File: src/rtl/tdm_codec_port.sv
module tdm_codec_port #(
  parameter int DIV_W  = 8,
  parameter int WORD_W = 16,
  parameter int SLOTS  = 8,
  parameter int SEL_W  = 4
) (
  input  logic              clk,
  input  logic              rst_n,
  input  logic [DIV_W-1:0]  cfg_half,
  input  logic              rx_edge,
  input  logic [SEL_W-1:0]  slot_tx_l,
  input  logic [SEL_W-1:0]  slot_tx_r,
  input  logic [SEL_W-1:0]  slot_rx_l,
  input  logic [SEL_W-1:0]  slot_rx_r,
  input  logic [SEL_W-1:0]  slot_ctl0,
  input  logic [SEL_W-1:0]  slot_ctl1,
  input  logic              en_tx_l,
  input  logic              en_tx_r,
  input  logic              en_rx_l,
  input  logic              en_rx_r,
  input  logic              en_ctl0,
  input  logic              en_ctl1,
  input  logic              tx_we,
  input  logic [1:0]        tx_sel,
  input  logic [WORD_W-1:0] tx_wdata,
  output logic [WORD_W-1:0] rx_data,
  output logic [1:0]        rx_chan,
  output logic              rx_valid,
  input  logic              rx_ready,
  output logic [3:0]        rx_overrun,
  output logic              sck,
  output logic              fsync,
  output logic              txd,
  input  logic              rxd
);
  localparam int NCH        = 4;
  localparam int FRAME_BITS = SLOTS * WORD_W;
  localparam int BIT_W      = $clog2(FRAME_BITS);
  localparam int POS_W      = $clog2(WORD_W);
  localparam int LAST       = FRAME_BITS - 1;

  // bit clock
  logic [DIV_W-1:0] cnt, lim;
  logic sck_q, tick, rise, fall;

  assign lim  = (cfg_half == '0) ? '0 : cfg_half - 1'b1;
  assign tick = (cnt >= lim);
  assign rise = tick & ~sck_q;
  assign fall = tick & sck_q;

  always_ff @(posedge clk or negedge rst_n)
    if (!rst_n) begin
      cnt   <= '0;
      sck_q <= 1'b0;
    end else if (tick) begin
      cnt   <= '0;
      sck_q <= ~sck_q;
    end else begin
      cnt <= cnt + 1'b1;
    end

  // frame position
  logic [BIT_W-1:0] bitc, nb;
  logic [POS_W-1:0] npos;
  assign nb   = (bitc == BIT_W'(LAST)) ? '0 : bitc + 1'b1;
  assign npos = nb[POS_W-1:0];

  // channel tables
  logic [SEL_W-1:0]  tslot [NCH];
  logic [SEL_W-1:0]  rslot [NCH];
  logic [NCH-1:0]    ten, ren;
  assign tslot[0] = slot_tx_l;
  assign tslot[1] = slot_tx_r;
  assign tslot[2] = slot_ctl0;
  assign tslot[3] = slot_ctl1;
  assign rslot[0] = slot_rx_l;
  assign rslot[1] = slot_rx_r;
  assign rslot[2] = slot_ctl0;
  assign rslot[3] = slot_ctl1;
  assign ten = {en_ctl1, en_ctl0, en_tx_r, en_tx_l};
  assign ren = {en_ctl1, en_ctl0, en_rx_r, en_rx_l};

  // transmit
  logic [WORD_W-1:0] hold [NCH];
  logic [WORD_W-1:0] shad [NCH];
  logic [WORD_W-1:0] tx_word;
  logic tx_hit, tx_bit, fs_q, txd_q;

  always_comb begin
    tx_hit  = 1'b0;
    tx_word = '0;
    for (int c = NCH - 1; c >= 0; c--)
      if (ten[c] && tslot[c] == SEL_W'(nb[BIT_W-1:POS_W])) begin
        tx_hit  = 1'b1;
        tx_word = (nb == '0) ? hold[c] : shad[c];
      end
  end
  assign tx_bit = tx_hit & tx_word[POS_W'(WORD_W - 1) - npos];

  always_ff @(posedge clk or negedge rst_n)
    if (!rst_n)
      for (int c = 0; c < NCH; c++) hold[c] <= '0;
    else if (tx_we)
      hold[tx_sel] <= tx_wdata;

  always_ff @(posedge clk or negedge rst_n)
    if (!rst_n) begin
      bitc  <= BIT_W'(LAST - 1);
      fs_q  <= 1'b0;
      txd_q <= 1'b0;
      for (int c = 0; c < NCH; c++) shad[c] <= '0;
    end else if (fall) begin
      bitc  <= nb;
      fs_q  <= (nb == BIT_W'(LAST));
      txd_q <= tx_bit;
      if (nb == '0)
        for (int c = 0; c < NCH; c++) shad[c] <= hold[c];
    end

  // receive
  logic              smp, last_bit;
  logic [WORD_W-2:0] rsh;
  logic [WORD_W-1:0] rword;
  logic [NCH-1:0]    deliver, rxv, ovr;
  logic [WORD_W-1:0] rxh [NCH];
  logic [1:0]        out_ch;
  logic              pop;

  assign smp      = rx_edge ? fall : rise;
  assign last_bit = (bitc[POS_W-1:0] == {POS_W{1'b1}});
  assign rword    = {rsh, rxd};

  always_ff @(posedge clk or negedge rst_n)
    if (!rst_n)   rsh <= '0;
    else if (smp) rsh <= rword[WORD_W-2:0];

  for (genvar g = 0; g < NCH; g++) begin : g_match
    assign deliver[g] = smp & last_bit & ren[g] &
                        (rslot[g] == SEL_W'(bitc[BIT_W-1:POS_W]));
  end

  always_comb begin
    out_ch = '0;
    for (int c = NCH - 1; c >= 0; c--)
      if (rxv[c]) out_ch = 2'(c);
  end
  assign rx_valid = |rxv;
  assign pop      = rx_valid & rx_ready;

  always_ff @(posedge clk or negedge rst_n)
    if (!rst_n) begin
      rxv <= '0;
      ovr <= '0;
      for (int c = 0; c < NCH; c++) rxh[c] <= '0;
    end else begin
      for (int c = 0; c < NCH; c++)
        if (deliver[c]) begin
          rxh[c] <= rword;
          rxv[c] <= 1'b1;
          if (rxv[c] && !(pop && out_ch == 2'(c))) ovr[c] <= 1'b1;
        end else if (pop && out_ch == 2'(c)) begin
          rxv[c] <= 1'b0;
        end
    end

  assign rx_data    = rxh[out_ch];
  assign rx_chan    = out_ch;
  assign rx_overrun = ovr;
  assign sck        = sck_q;
  assign fsync      = fs_q;
  assign txd        = txd_q;
endmodule

File: config.mk
export PLATFORM = sky130hd
export DESIGN_NAME = tdm_codec_port
export DESIGN_NICKNAME = d
export VERILOG_FILES = /design/src/rtl/tdm_codec_port.sv
export SDC_FILE = /design/constraint.sdc
export NUM_CORES = 1
export LEC_CHECK = 0
export ABC_AREA = 1
export BUFFER_PORTS_ARGS = -buffer_cell sky130_fd_sc_hd__buf_2
export CORE_MARGIN = 2
export CORE_UTILIZATION = 42
export DETAILED_ROUTE_END_ITERATION = 8
export PLACE_DENSITY = 0.56
export SKIP_CTS_REPAIR_TIMING = 1
export SLEW_MARGIN = 0
export SYNTH_ARGS = -nofsm -noshare
export SYNTH_HDL_FRONTEND = slang
export SYNTH_SLANG_ARGS = --single-unit
export TNS_END_PERCENT = 50
File: constraint.sdc
create_clock -name clk -period 3.5 [get_ports clk]
set_input_delay 0.525 -clock clk [delete_from_list [all_inputs] [get_ports clk]]
set_output_delay 0.525 -clock clk [all_outputs]
set_load 0.01 [all_outputs]
==> flow_summary.ini <==
[global_route]
grt_pass1_vias = 9191
antenna_found_initial = 0
grt_use_total_pct = 21.1
overflow = 0
grt_max_degree = 99
grt_pass1_wl_mm = 49.1

[final_layout]
drive_gt1_share_pct = 15.7
area_delta_synth_final_pct = 16.5
finish.utilization_pct = 49.7
num-nets-final = 1558
antenna_cells = 0

[sta]
setup-violations-final = 0
finalHoldViolations = 0
slew_headroom_pct = 43.5
finalSetupTns_ns = 0
grt_setup_unrepaired = no
final.setup_skew_ns = 0.0151
finalCritPeriodShare_pct = 93.0
finalCriticalPeriod_ns = 3.25
fmax_mhz = 307
finalMaxSlewViolations = 0
worst_pin_slew_ns = 0.847

[power_and_ir_drop]
swShare_pct = 31.2
power_density_mw_per_mm2 = 618
pwr-share-clk_pct = 34.2
peakVddDrop_mv = 0.389
p_sw_w = 0.00258
sequentialPowerShare_pct = 42.9
p_int_w = 0.00569
leakage_nw = 6.55
share_comb_of_total_power_pct = 22.9

[worst_setup_path]
cp_slowest_cell = dfrtp_1
setup.worst_path.start_class = register
cp-end-kind = output port
crit_top_cell = inv_1
crit_arrival_ns = 2.73
criticalPathCategory = register to output port
required_ns = 2.97
path_cells = inv_1, a21oi_1, inv_1, nand3_1, o2111ai_1, buf_2
cp_max_fo = 19
max_stage_delay_ns = 0.89
reg2reg_setup_slack_ns = 0.38

[floorplanning]
core_area_mm2 = 0.0269
io_pins = 88
die_h_um = 169
dieArea_mm2 = 0.0287
die_x_um = 169
row_count = 60
start_util_pct = 42.7

[drt]
post_drt_wl_per_cell_um = 15.8
wl_mm = 29.1
viasPerCell = 5.14
postRouteAntennaNets = 0
route.vias.total = 9477
drt_first_pass_iters = 5
drc = 0
initialDrtViolationCount = 760

[clock_network]
htree_levels = 1
cts_buffers = 27
clockRootBuffer = clkbuf_16
clk_latency_ns = 0.53
cts_tree = yes
path_clk_slew_ns = 0.06
cts_num_sinks = 233
cts_max_path_buffers = 3

[logic_synthesis]
syn-num-nets = 1475
synth_cell_types = 41
syn_area_mm2 = 0.0115
syn_area_per_cell_um2 = 8.20
ys_ff_latch = 233
ys_seq_area_share_pct = 50.9
synth_cells = 1400
ys_warn_count = 0

[worst_hold_path]
hold_class = input port to async pin

[outcome]
status = complete, no violations

[place]
io_buffers = 87
gp_congestion = 0.773
hpwl_mm = 18.7

[job]
maxCapViolCount = 0
## path summary, 6_finish.rpt
kind | start | to | cells after the start
hold / removal | rst_n | cnt[3] | 1
max in group asynchronous | rst_n | rxh[58] | 2
hold reg to reg | rx_overrun[0] | rx_overrun[0] | 1
min in group clk | tx_wdata[1] | hold[1] | 3
setup / recovery | rxv[2] | rx_data[2] | 6
setup reg to reg | bitc[1] | txd | 20
## through the flow
stage          total power (W)  instances  hold slack (ns)  setup slack (ns)  instance area (µm²)
2_1_floorplan          0.00490       1400            0.229             0.159                11500
3_3_place_gp           0.00546       1795            0.457            0.0567                12500
3_5_place_dp           0.00550       1795            0.462            0.0196                12500
4_1_cts                0.00837       1844           0.0723             0.105                13400
5_1_grt                0.00883       1844           0.0896            0.0377                13400
6_report               0.00826       1844           0.0352             0.247                13400
## cell usage after synthesis, drive strengths merged
| master | n | area (µm²) |
|---|---|---|
| o21a | 1 | 7.51 |
| o41ai | 1 | 8.76 |
| nand4 | 4 | 25.0 |
| buf | 27 | 165 |
| nor3b | 2 | 15.0 |
| dfrtp | 227 | 5680 |
| o31ai | 1 | 7.51 |
| a21boi | 1 | 7.51 |
| o211ai | 5 | 37.5 |
| or2 | 7 | 43.8 |
| o2111ai | 17 | 149 |
| a21oi | 49 | 245 |
| mux2 | 34 | 383 |
| clkbuf | 46 | 173 |
| a211oi | 1 | 7.51 |
| xnor2 | 6 | 52.6 |
| nor4 | 2 | 12.5 |
| xor2 | 9 | 78.8 |
| and3 | 1 | 6.26 |
| nand2 | 377 | 1420 |
| nor3 | 6 | 30.0 |
| nand3b | 4 | 30.0 |
| a31oi | 1 | 6.26 |
| and2 | 1 | 6.26 |
| o22ai | 1 | 6.26 |
| nand3 | 138 | 701 |
| dfstp | 6 | 158 |
| inv | 124 | 465 |
| o21bai | 6 | 45.0 |
| ha | 13 | 163 |
| o21ai | 199 | 996 |
| nor2 | 83 | 344 |
## registers in the layout (all words and copies together) (netlist names)
| register | cells |
|---|---|
| rxh | 64 |
| rx_overrun | 4 |
| fsync | 1 |
| cnt | 8 |
| txd | 1 |
| rsh | 15 |
| bitc | 7 |
| shad | 64 |
| rxv | 4 |
| hold | 64 |
| sck | 1 |
## critical path: cells and delay by family (launching register included)
kind                   cells  cell delay, ns
AND/OR/NAND/NOR            1            0.17
buffers and inverters      3            0.73
flip-flops                 1            0.89
AO/OA/AOI/OAI              2            0.41
## per-layer routing
| metal | GRT usage, % | wire (µm) | vias to the layer above |
|---|---|---|---|
| li1 | - | - | 4767 |
| met1 | 30.8 | 14400 | 4461 |
| met2 | 34.0 | 12900 | 215 |
| met3 | 2.64 | 1240 | 34 |
| met4 | 4.05 | 500 | 0 |
| met5 | 0 | 0 | - |
## layout by cell type, fill, tap and decap left out, types with 7 or more instances in the layout
| master | synthesis | final |
|---|---|---|
| a21oi_1 | 49 | 48 |
| buf_12 | 0 | 11 |
| buf_2 | 21 | 86 |
| buf_4 | 2 | 29 |
| clkbuf_16 | 0 | 27 |
| clkbuf_8 | 0 | 8 |
| clkinv_2 | 0 | 7 |
| dfrtp_1 | 227 | 227 |
| ha_1 | 13 | 13 |
| inv_1 | 121 | 121 |
| mux2_2 | 34 | 34 |
| nand2_1 | 374 | 374 |
| nand3_1 | 136 | 136 |
| nor2_1 | 74 | 72 |
| nor2_2 | 7 | 8 |
| o2111ai_1 | 17 | 17 |
| o21ai_0 | 187 | 187 |
| o21ai_1 | 12 | 12 |
| xor2_1 | 9 | 9 |
## logic make-up (layout without fill, tap and decap cells)
group	Yosys count	count (layout)	share of synthesized area [%]
and+or+nand+nor	625	625	23.0
AOI/OAI and AO/OA	283	283	13.3
DFF	233	233	50.9
buffers and inverters	197	300	7.00
muxes	34	34	3.34
xor gates and xnor gates	15	15	1.14
adders and majority gates	13	13	1.42
## final cells by class
class	instances	area (µm²)
Fill cell	2661	13500
Clock buffer	39	801
Sequential cell	233	5840
Clock inverter	10	104
Multi-Input combinational cell	970	4850
Tap cell	341	427
Timing Repair Buffer	127	883
Inverter	124	465
## power by group through the flow
stage                     sequential, W  clock [W]  combinational, W
after CTS                       0.00355    0.00290           0.00192
after floorplan                 0.00349          0           0.00141
after global routing            0.00362    0.00299           0.00222
after detailed placement        0.00359          0           0.00191
after global placement          0.00358          0           0.00188
final                           0.00355    0.00282           0.00189
Power figures use the tool's default switching activity.
